**src/rtl/serial_rx_pkg.sv**
```systemverilog
package serial_rx_pkg;

  localparam int DATA_W = 8;
  localparam int MODE_W = 8;

  // Mode word bit positions
  localparam int MODE_SEVEN = 6;
  localparam int MODE_PEN   = 5;
  localparam int MODE_PODD  = 4;
  localparam int MODE_STOP2 = 3;

  typedef struct packed {
    logic              ferr;
    logic              perr;
    logic [DATA_W-1:0] data;
  } rx_char_t;

  localparam int CHAR_W = $bits(rx_char_t);

  typedef enum logic [2:0] {
    RX_IDLE,
    RX_START,
    RX_DATA,
    RX_PAR,
    RX_STOP,
    RX_HOLD
  } rx_state_t;

endpackage

```
**src/rtl/serial_rx_sync.sv**
```systemverilog
module serial_rx_sync #(
  parameter int   STAGES    = 2,
  parameter logic RESET_VAL = 1'b1
) (
  input  logic clk,
  input  logic rst,
  input  logic d_i,
  output logic q_o
);

  logic [STAGES-1:0] chain_q;

  always_ff @(posedge clk) begin
    if (rst) begin
      chain_q <= {STAGES{RESET_VAL}};
    end else begin
      chain_q <= {chain_q[STAGES-2:0], d_i};
    end
  end

  assign q_o = chain_q[STAGES-1];

endmodule

```
**src/rtl/serial_rx_framer.sv**
```systemverilog
module serial_rx_framer
  import serial_rx_pkg::*;
#(
  parameter int OSR = 16
) (
  input  logic              clk,
  input  logic              rst,
  input  logic              tick_i,
  input  logic              rxd_i,
  input  logic [MODE_W-1:0] mode_i,
  output logic              push_o,
  output rx_char_t          char_o,
  output logic              brk_o
);

  localparam int SUB_W = $clog2(OSR);
  localparam int IDX_W = $clog2(DATA_W);
  localparam logic [SUB_W-1:0] SUB_MID  = SUB_W'(OSR / 2 - 1);
  localparam logic [SUB_W-1:0] SUB_LAST = SUB_W'(OSR - 1);

  rx_state_t         state_q;
  logic [SUB_W-1:0]  sub_q;
  logic [IDX_W-1:0]  idx_q;
  logic [DATA_W-1:0] data_q;
  logic [MODE_W-1:0] mode_q;
  logic              par_q;
  logic              ferr_q;
  logic              zero_q;
  logic              extra_stop_q;

  logic [IDX_W-1:0]  last_idx;
  logic              exp_par;
  logic              perr_c;
  logic              at_mid_bit;

  // Index of the last data bit for the current format
  assign last_idx   = mode_q[MODE_SEVEN] ? IDX_W'(DATA_W - 2) : IDX_W'(DATA_W - 1);
  // Parity sense is picked by the mode word
  assign exp_par    = (^data_q) ^ mode_q[MODE_PODD];
  assign perr_c     = mode_q[MODE_PEN] && (par_q != exp_par);
  assign at_mid_bit = (sub_q == SUB_LAST);

  always_ff @(posedge clk) begin
    if (rst) begin
      state_q      <= RX_IDLE;
      sub_q        <= '0;
      idx_q        <= '0;
      data_q       <= '0;
      mode_q       <= '0;
      par_q        <= 1'b0;
      ferr_q       <= 1'b0;
      zero_q       <= 1'b1;
      extra_stop_q <= 1'b0;
      push_o       <= 1'b0;
      brk_o        <= 1'b0;
      char_o       <= '0;
    end else begin
      push_o <= 1'b0;
      brk_o  <= 1'b0;
      if (tick_i) begin
        case (state_q)
          RX_IDLE: begin
            if (!rxd_i) begin
              state_q <= RX_START;
              sub_q   <= '0;
              mode_q  <= mode_i;
            end
          end
          RX_START: begin
            if (sub_q == SUB_MID) begin
              sub_q <= '0;
              if (rxd_i) begin
                state_q <= RX_IDLE;        // glitch rejected
              end else begin
                state_q <= RX_DATA;
                idx_q   <= '0;
                data_q  <= '0;
                zero_q  <= 1'b1;
                ferr_q  <= 1'b0;
                par_q   <= 1'b0;
              end
            end else begin
              sub_q <= sub_q + 1'b1;
            end
          end
          RX_DATA: begin
            if (at_mid_bit) begin
              sub_q          <= '0;
              data_q[idx_q]  <= rxd_i;     // LSB first
              if (rxd_i) zero_q <= 1'b0;
              if (idx_q == last_idx) begin
                state_q      <= mode_q[MODE_PEN] ? RX_PAR : RX_STOP;
                extra_stop_q <= mode_q[MODE_STOP2];
              end else begin
                idx_q <= idx_q + 1'b1;
              end
            end else begin
              sub_q <= sub_q + 1'b1;
            end
          end
          RX_PAR: begin
            if (at_mid_bit) begin
              sub_q   <= '0;
              par_q   <= rxd_i;
              if (rxd_i) zero_q <= 1'b0;
              state_q <= RX_STOP;
            end else begin
              sub_q <= sub_q + 1'b1;
            end
          end
          RX_STOP: begin
            if (at_mid_bit) begin
              sub_q <= '0;
              if (!rxd_i) ferr_q <= 1'b1;
              if (rxd_i) zero_q <= 1'b0;
              if (extra_stop_q) begin
                extra_stop_q <= 1'b0;      // first of two stop bits
              end else if (zero_q && !rxd_i) begin
                brk_o   <= 1'b1;           // whole frame low
                state_q <= RX_HOLD;
              end else begin
                push_o  <= 1'b1;
                char_o  <= '{ferr: ferr_q | !rxd_i, perr: perr_c, data: data_q};
                state_q <= rxd_i ? RX_IDLE : RX_HOLD;
              end
            end else begin
              sub_q <= sub_q + 1'b1;
            end
          end
          RX_HOLD: begin
            if (rxd_i) state_q <= RX_IDLE;
          end
          default: state_q <= RX_IDLE;
        endcase
      end
    end
  end

endmodule

```
**src/rtl/serial_rx_fifo.sv**
```systemverilog
module serial_rx_fifo #(
  parameter int DEPTH = 16,
  parameter int W     = 10,
  localparam int AW   = $clog2(DEPTH),
  localparam int CW   = $clog2(DEPTH + 1)
) (
  input  logic          clk,
  input  logic          rst,
  input  logic          push_i,
  input  logic [W-1:0]  wdata_i,
  input  logic          pop_i,
  output logic [W-1:0]  rdata_o,
  output logic [CW-1:0] count_o,
  output logic          ovf_o
);

  logic [W-1:0]  mem [DEPTH];
  logic [AW-1:0] wr_ptr_q;
  logic [AW-1:0] rd_ptr_q;
  logic [CW-1:0] count_q;
  logic          is_full;
  logic          pop_ok;
  logic          push_ok;

  function automatic logic [AW-1:0] ptr_next(input logic [AW-1:0] p);
    return (p == AW'(DEPTH - 1)) ? '0 : p + 1'b1;
  endfunction

  assign is_full = (count_q == CW'(DEPTH));
  assign pop_ok  = pop_i && (count_q != '0);
  // A pop in the same cycle frees the slot for the push
  assign push_ok = push_i && (!is_full || pop_ok);
  assign ovf_o   = push_i && !push_ok;

  always_ff @(posedge clk) begin
    if (push_ok) mem[wr_ptr_q] <= wdata_i;
  end

  always_ff @(posedge clk) begin
    if (rst) begin
      wr_ptr_q <= '0;
      rd_ptr_q <= '0;
      count_q  <= '0;
    end else begin
      if (push_ok) wr_ptr_q <= ptr_next(wr_ptr_q);
      if (pop_ok)  rd_ptr_q <= ptr_next(rd_ptr_q);
      case ({push_ok, pop_ok})
        2'b10:   count_q <= count_q + 1'b1;
        2'b01:   count_q <= count_q - 1'b1;
        default: count_q <= count_q;
      endcase
    end
  end

  // Show-ahead read of the oldest entry
  assign rdata_o = mem[rd_ptr_q];
  assign count_o = count_q;

endmodule

```
**src/rtl/serial_rx.sv**
```systemverilog
module serial_rx
  import serial_rx_pkg::*;
#(
  parameter int DEPTH       = 16,
  parameter int RTS_LEVEL   = 14,
  parameter int OSR         = 16,
  parameter int SYNC_STAGES = 2,
  localparam int CNT_W      = $clog2(DEPTH + 1)
) (
  input  logic              clk,
  input  logic              rst,
  input  logic              tick16_i,
  input  logic              rxd_i,
  input  logic [MODE_W-1:0] mode_i,
  input  logic              pop_i,
  input  logic              clr_i,
  output logic [DATA_W-1:0] rdata_o,
  output logic              rd_perr_o,
  output logic              rd_ferr_o,
  output logic [CNT_W-1:0]  fill_o,
  output logic              data_ready_o,
  output logic              fifo_full_o,
  output logic              overrun_o,
  output logic              break_o,
  output logic              rts_o
);

  logic     rxd_s;
  logic     push;
  logic     brk_pulse;
  logic     ovf;
  rx_char_t new_char;
  rx_char_t head_char;
  logic [CHAR_W-1:0] head_raw;
  logic [CNT_W-1:0]  count;
  logic     overrun_q;
  logic     break_q;

  serial_rx_sync #(
    .STAGES    (SYNC_STAGES),
    .RESET_VAL (1'b1)
  ) u_sync (
    .clk (clk),
    .rst (rst),
    .d_i (rxd_i),
    .q_o (rxd_s)
  );

  serial_rx_framer #(
    .OSR (OSR)
  ) u_framer (
    .clk    (clk),
    .rst    (rst),
    .tick_i (tick16_i),
    .rxd_i  (rxd_s),
    .mode_i (mode_i),
    .push_o (push),
    .char_o (new_char),
    .brk_o  (brk_pulse)
  );

  serial_rx_fifo #(
    .DEPTH (DEPTH),
    .W     (CHAR_W)
  ) u_fifo (
    .clk     (clk),
    .rst     (rst),
    .push_i  (push),
    .wdata_i (new_char),
    .pop_i   (pop_i),
    .rdata_o (head_raw),
    .count_o (count),
    .ovf_o   (ovf)
  );

  // Sticky flags: a new event wins over a clear in the same cycle
  always_ff @(posedge clk) begin
    if (rst) begin
      overrun_q <= 1'b0;
      break_q   <= 1'b0;
    end else begin
      overrun_q <= ovf       | (overrun_q & ~clr_i);
      break_q   <= brk_pulse | (break_q   & ~clr_i);
    end
  end

  assign head_char    = rx_char_t'(head_raw);
  assign rdata_o      = head_char.data;
  assign rd_perr_o    = head_char.perr;
  assign rd_ferr_o    = head_char.ferr;
  assign fill_o       = count;
  assign data_ready_o = (count != '0);
  assign fifo_full_o  = (count == CNT_W'(DEPTH));
  assign rts_o        = (count < CNT_W'(RTS_LEVEL));
  assign overrun_o    = overrun_q;
  assign break_o      = break_q;

endmodule

```
**config.mk**
```make
export PLATFORM = sky130hd
export DESIGN_NAME = serial_rx
export DESIGN_NICKNAME = d
export VERILOG_FILES = /design/src/rtl/serial_rx_pkg.sv /design/src/rtl/serial_rx_sync.sv /design/src/rtl/serial_rx_framer.sv /design/src/rtl/serial_rx_fifo.sv /design/src/rtl/serial_rx.sv
export SDC_FILE = /design/constraint.sdc
export NUM_CORES = 1
export LEC_CHECK = 0
export BUFFER_PORTS_ARGS = -buffer_cell sky130_fd_sc_hd__buf_4
export CORE_UTILIZATION = 56
export CTS_BUF_LIST = sky130_fd_sc_hd__clkbuf_2
export DETAILED_ROUTE_END_ITERATION = 10
export PLACE_DENSITY = 0.73
export SLEW_MARGIN = 20
export SYNTH_ARGS = -nofsm -noshare
export SYNTH_HDL_FRONTEND = slang
export SYNTH_SLANG_ARGS = --single-unit
```
**constraint.sdc**
```tcl
create_clock -name clk -period 3.55 [get_ports clk]
set_input_delay 0.355 -clock clk [delete_from_list [all_inputs] [get_ports clk]]
set_output_delay 0.355 -clock clk [all_outputs]
set_load 0.01 [all_outputs]
```
* After elaboration in Yosys (flattened, before gate mapping)
Memory sizes are Yosys's and may differ from the RTL's. A register that Yosys moved wholly into a read port is not among the register bits.
Index checks and enable logic that the tools add are counted.
** Storage, ports and cells
- Register bits :: 58
- Latch bits :: 0
- RAM bits :: 160
- Memory bits (read-only) :: 0
- Bits of input ports :: 14
- Output and inout bits :: 20
- Memories :: 1
** Memory list
- u_fifo.mem :: depth 16, bits a word 10, read ports 1, clocked after memory_dff 1, wr ports 1, line serial_rx_fifo.sv:17 : logic [W-1:0] mem [DEPTH];
** Operators by class
- $add $sub $neg :: 6
- Multipliers :: 0
- Divide/modulo/power cells :: 0
- Order comparisons :: 3
- Equal/unequal tests :: 27
- Shift operators :: 0
- Muxes and demuxes :: 54
- Bitwise gates (word level) :: 13
- Reductions and logical operators :: 32
** Operators by type and width (number)
- $mux W3 :: 15
- $mux W4 :: 7
- $mux W8 :: 3
- $reduce_and A5 Y1 :: 4
- $pmux W3 S6 :: 1
- $reduce_and A6 Y1 :: 3
- $mux W1 :: 17
- $pmux W8 S2 :: 1
- $ne A2 B1 Y1 const B :: 7
- $add A4 B1 Y4 const B :: 3
- $eq A4 B4 Y1 const B :: 3
- $ne A2 B2 Y1 const B :: 6
- $pmux W4 S3 :: 1
- $reduce_bool A2 Y1 :: 6
- $pmux W5 S2 :: 1
- $reduce_and A9 Y1 :: 1
- $bwmux W8 :: 1
- $pmux W1 S2 :: 4
- $reduce_xor A8 Y1 :: 1
- $not A1 Y1 :: 7
- $eq A3 B2 Y1 const B :: 2
- $eq A3 B3 Y1 const B :: 2
- $logic_and A1 B1 Y1 :: 6
- $pmux W3 S2 :: 1
- other kinds (26) :: 32

* Longest topological paths before layout
- Word-level depth :: 7
- Depth in mapped cells :: 9
- Mapped depth without buffers :: 9

* Hierarchy
From an unflattened synthesis, not the netlist that was laid out.
** Second synthesis, totals
- Cells, all modules :: 646
- Area total of the unflattened synthesis :: 9357.7 µm²
** Modules (own cells, without submodules)
- serial_rx_fifo :: instances 1, cells an instance 382, area each 7035.5 µm²
- serial_rx_framer :: instances 1, cells an instance 248, area each 2168.3 µm²
- serial_rx :: instances 1, cells an instance 12, area each 101.3 µm²
- serial_rx_sync :: instances 1, cells an instance 4, area each 52.6 µm²

* Least setup slack after synthesis
No wires, ideal clock.
- Kind :: flip-flop to flip-flop
- From :: reg u_fifo.count_q[0] (netlist: u_fifo.count_o[0])
- To :: reg u_fifo.count_q[4] (netlist: u_fifo.count_o[4])
- Arrival :: 2.248 ns
- Data required time :: 3.455 ns
- Setup slack :: 1.207 ns
- Stages on the path, launching flop included :: 9
- Period minus slack after synthesis :: 2.343 ns
- Cell sequence :: dfxtp_1 -> nor4_2 -> a211oi_1 -> ha_1 -> nor2b_1 -> o21ai_0 -> nand2b_1 -> o2bb2ai_1 -> a221oi_1
** On the way
- Longest elaborated chain between the ends :: 6
** Ends and longest elaborated chain
- start: declaration :: line serial_rx_fifo.sv:20 : logic [CW-1:0] count_q;
- start signal: assignment :: line serial_rx_fifo.sv:48 : 2'b10: count_q <= count_q + 1'b1;
- start signal: assignment :: line serial_rx_fifo.sv:49 : 2'b01: count_q <= count_q - 1'b1;
- start signal: assignment :: line serial_rx_fifo.sv:50 : default: count_q <= count_q;
- $eq A5 B5 Y1 / $reduce_bool A5 Y1 (equally long branches) :: line serial_rx_fifo.sv:29, serial_rx_fifo.sv:30
- $logic_not A1 Y1 / $logic_and A1 B1 Y1 (equally long branches) :: line serial_rx_fifo.sv:32, serial_rx_fifo.sv:30
- $logic_or A1 B1 Y1 :: line serial_rx_fifo.sv:32 : assign push_ok = push_i && (!is_full || pop_ok);
- $logic_and A1 B1 Y1 :: line serial_rx_fifo.sv:32
- $eq A2 B1 Y1 / $eq A2 B2 Y1 (equally long branches) :: line serial_rx_fifo.sv:47 : case ({push_ok, pop_ok})
- $pmux W5 S2 / $reduce_bool A2 Y1 (equally long branches)
Parallel ways exist; a longest one is shown, timed or not.
A chain may end at the register's enable or synchronous reset.

==> results.txt <==
----------------------------------------------------
[Outcome]
  Outcome ... complete, no violations

[Clocking]
  Sinks on the clock net ... 219
  Clock Tree Root ... sky130_fd_sc_hd__clkbuf_2
  Buffer levels on the longest clock path ... 3
  H-Tree Level Count ... 2
  Clock Pin Slew Worst Setup and Hold Paths ... 0.11 ns
  TritonCTS Buffers ... 52
  Clk Latency, worst-skew pair ... 0.80 ns
  Clock tree from TritonCTS ... done
  Total setup buffers inserted after CTS ... 0

[Synth]
  Net count of the mapped netlist ... 633
  Post-synth EDFFs ... 160
  Most area-hungry cell type in the Yosys netlist ... sky130_fd_sc_hd__edfxtp_1
  Library cell with the highest instance count after synthesis ... sky130_fd_sc_hd__edfxtp_1
  Share of synthesized registers carrying an async set or reset ... 0
  Area fraction of the dominant cell type after synthesis ... 0.524
  Total standard cell area after synthesis ... 9180 µm²
  Sequential cell area fraction in the yosys report ... 0.652
  Flops & latches, synth ... 219
  Main flop type after synthesis ... sky130_fd_sc_hd__edfxtp_1
  Warnings, synthesis ... 0
  Cell types occupying the most area after synthesis ... sky130_fd_sc_hd__edfxtp_1 52%, sky130_fd_sc_hd__dfxtp_1 13%, sky130_fd_sc_hd__mux4_2 12%
  Number of distinct library cells after synthesis ... 67
  Synthesized instance count ... 608
  Leading cell types by count after synthesis ... 160 x sky130_fd_sc_hd__edfxtp_1, 59 x sky130_fd_sc_hd__dfxtp_1, 50 x sky130_fd_sc_hd__mux4_2
  Post-synthesis area per instance ... 15.1 µm²

[Cells and area]
  Number of inserted diodes ... 0
  Net count of the finished layout ... 714
  Fraction of final layout cells sized beyond drive strength 1 ... 0.261
  Area Growth Syn to Fin ... 12.0%

[Die]
  Total number of placement rows ... 46
  Number of top-level design ports ... 34
  Die Ht ... 130 µm
  Area of the core region ... 15900 µm²
  Initial Utilization ... 0.575
  Die area ... 16900 µm²
  Die span in x ... 130 µm

[Power and ir drop]
  Peak supply drop ... 0.439 mV
  Power density of the placed cells ... 518 nW/µm²
  Clock share of power ... 0.300
  Reported net switching power ... 1.47 mW
  Combinational share of power ... 0.170
  Leakage component of the power ... 3.85 nW
  Cell internal pwr ... 3.86 mW
  Switching Share ... 0.275
  Proportion of power drawn by flip-flops and latches ... 0.531

[STA]
  Final critical path time including I/O delays and setup ... 3.22 ns
  Slew margin rel. ... 0.419
  Number of hold-slack violations in the final timing report ... 0
  Slew at the pin closest to its max-slew limit ... 0.871 ns
  Final Slew Violations ... 0
  Final setup violation count ... 0
  RSZ-0062 raised after global routing ... no
  F_max ... 310 MHz
  Setup TNS Final ... 0 ns
  Period utilisation layout ... 0.908
  Maximum clock skew at final layout ... 0.0615 ns
  Setup ws final ... 0.328 ns

[Routing]
  DRC viols ... 0
  Post-detailed-routing wire length ... 18.5 mm
  Antenna-violating nets left ... 0
  Iteration-0 DRC Markers ... 403
  Wire length per cell ... 19.5 µm
  Total number of vias ... 5488
  Vias/cell ... 5.79
  Number of iterations in the first detailed-routing pass ... 5

[Worst setup path]
  Data arrival at the endpoint of the critical path ... 2.87 ns
  Max Fanout on Critical Path ... 28
  Path type of the worst setup path ... reg -> out
  Required time of the critical path ... 3.19 ns
  Worst setup SP type ... register
  Worst setup EP type ... primary output

[GRT]
  Vias in the first global route ... 5579
  Antenna violations before repair ... 0
  Total grt overflow ... 0
  Maximum number of pins on one net before global-route repair ... 57
  GR Util All Layers ... 0.233
  First-pass GRT wire length ... 29.0 mm

[Placement]
  Setup slack at placement ... 0.858 ns
  Count of input and output buffers ... 29
  HPWL after DPL ... 11.5 mm
  Routability cong. ... 0.825

[Run]
  Max_cap viols ... 0

[Hold path]
  Type of the most critical hold path ... in -> reg

----------------------------------------------------
## placed cells by master, fill, tap and decap left out, types with 3 or more instances in the layout
cell type and count:
sky130_fd_sc_hd__nand2_1 37, sky130_fd_sc_hd__nor3_1 13, sky130_fd_sc_hd__mux4_2 50, sky130_fd_sc_hd__dfxtp_1 58, sky130_fd_sc_hd__or4_1 4, sky130_fd_sc_hd__ha_1 10, sky130_fd_sc_hd__clkinv_1 19, sky130_fd_sc_hd__o21ai_0 14
sky130_fd_sc_hd__nor2_1 47, sky130_fd_sc_hd__clkbuf_2 75, sky130_fd_sc_hd__and3_1 3, sky130_fd_sc_hd__a31oi_1 5, sky130_fd_sc_hd__a21oi_1 32, sky130_fd_sc_hd__or2_2 3, sky130_fd_sc_hd__nor3b_1 3, sky130_fd_sc_hd__mux2i_1 11
sky130_fd_sc_hd__nand3b_1 3, sky130_fd_sc_hd__a22oi_1 6, sky130_fd_sc_hd__edfxtp_1 160, sky130_fd_sc_hd__nor2b_1 6, sky130_fd_sc_hd__inv_1 18, sky130_fd_sc_hd__xnor2_1 14, sky130_fd_sc_hd__nand3_1 12, sky130_fd_sc_hd__buf_4 46
sky130_fd_sc_hd__dlygate4sd3_1 15, sky130_fd_sc_hd__nand2b_1 7
## final timing paths
| kind | from | to | slack, ns | cells past startpoint |
|---|---|---|---|---|
| max | register | rdata_o[7] | 0.33 | 4 |
| min | rxd_i | u_sync.chain_q[0]$_SDFF_PP1_ | 0.31 | 3 |
| max reg2reg | u_fifo.count_o[1]$_SDFFE_PP0P_ | u_fifo.count_o[4]$_SDFFE_PP0P_ | 0.85 | 8 |
| min reg2reg | u_sync.chain_q[0]$_SDFF_PP1_ | u_sync.chain_q[1]$_SDFF_PP1_ | 0.45 | 1 |
## state kept, by name, indices dropped and copies added (netlist names), named ones only
| name | cells |
|---|---|
| u_framer.extra_stop_q | 1 |
| u_fifo.rd_ptr_q | 4 |
| u_sync.chain_q | 2 |
| u_fifo.wr_ptr_q | 4 |
| u_fifo.mem | 160 |
| u_fifo.count_o | 5 |
| u_framer.mode_q | 4 |
| u_framer.data_q | 8 |
| overrun_o | 1 |
| break_o | 1 |
| u_framer.zero_q | 1 |
| u_framer.push_o | 1 |
| u_framer.state_q | 3 |
| u_framer.idx_q | 3 |
| u_framer.par_q | 1 |
| u_framer.sub_q | 4 |
| u_framer.brk_o | 1 |
| u_framer.ferr_q | 1 |
| u_framer.char_o | 10 |
## routing by layer
layer	vias to the layer above	GRT usage	part of all wire	wire length, µm
met2	181	0.411	0.52	9710
met3	33	0.0570	0.056	1030
met1	2725	0.277	0.40	7350
met5	-	0	0	0
li1	2549	-	-	-
met4	0	0.0876	0.022	408
## per-stage QoR
step | util | cells | power (mW) | cell area, µm² | hold WS, ns
2_1_floorplan | - | 608 | 3.49 | 9180 | 0.389
6_report | 0.645 | 948 | 5.33 | 10300 | 0.305
3_5_place_dp | 0.604 | 836 | 3.79 | 9640 | 0.398
3_3_place_gp | 0.604 | 836 | 3.76 | 9640 | 0.394
5_1_grt | 0.645 | 948 | 5.59 | 10300 | 0.219
4_1_cts | 0.645 | 948 | 5.39 | 10300 | 0.196
## what timing repair did
item | 4_1_cts | 5_1_grt
hold buffers | 15 | 0
endpoints found under the hold margin | 27 | 0
gates resized for setup | 0 | 1
setup endpoints to repair | 0 | 1
## layout make-up
type	instances	area (µm²)
inverter	18	67.6
fill	1192	5660
timing repair buffer	62	515
multi-input combinational	336	2950
tap	216	270
clock inverter	22	115
clock buffer	75	375
sequential	219	5990
## cell families (layout without fill, tap and decap cells)
kind of cell	after synthesis	in the layout	synth area share
flip-flops	219	219	0.652
AND/OR/NAND/NOR	158	158	0.0891
AO/OA/AOI/OAI	90	90	0.0646
multiplexers	61	61	0.135
buffers and inverters	53	177	0.0266
XOR/XNOR	16	16	0.0168
adder cells (fa/ha/maj)	11	11	0.0158
## worst max-delay path, stage by stage (launching register included)
cell	delay, ns
sky130_fd_sc_hd__dfxtp_4	0.53
sky130_fd_sc_hd__buf_12	0.29
sky130_fd_sc_hd__mux4_2	0.58
sky130_fd_sc_hd__mux4_2	0.53
sky130_fd_sc_hd__buf_4	0.17
## power groups by stage
stage	Clock (mW)	Combinational (mW)	Sequential [mW]
after floorplan	0	0.633	2.86
final	1.60	0.904	2.83
after global placement	0	0.882	2.88
after global routing	1.76	0.988	2.84
after detailed placement	0	0.906	2.89
after CTS	1.65	0.917	2.83
(Power assumes the default switching activity.)
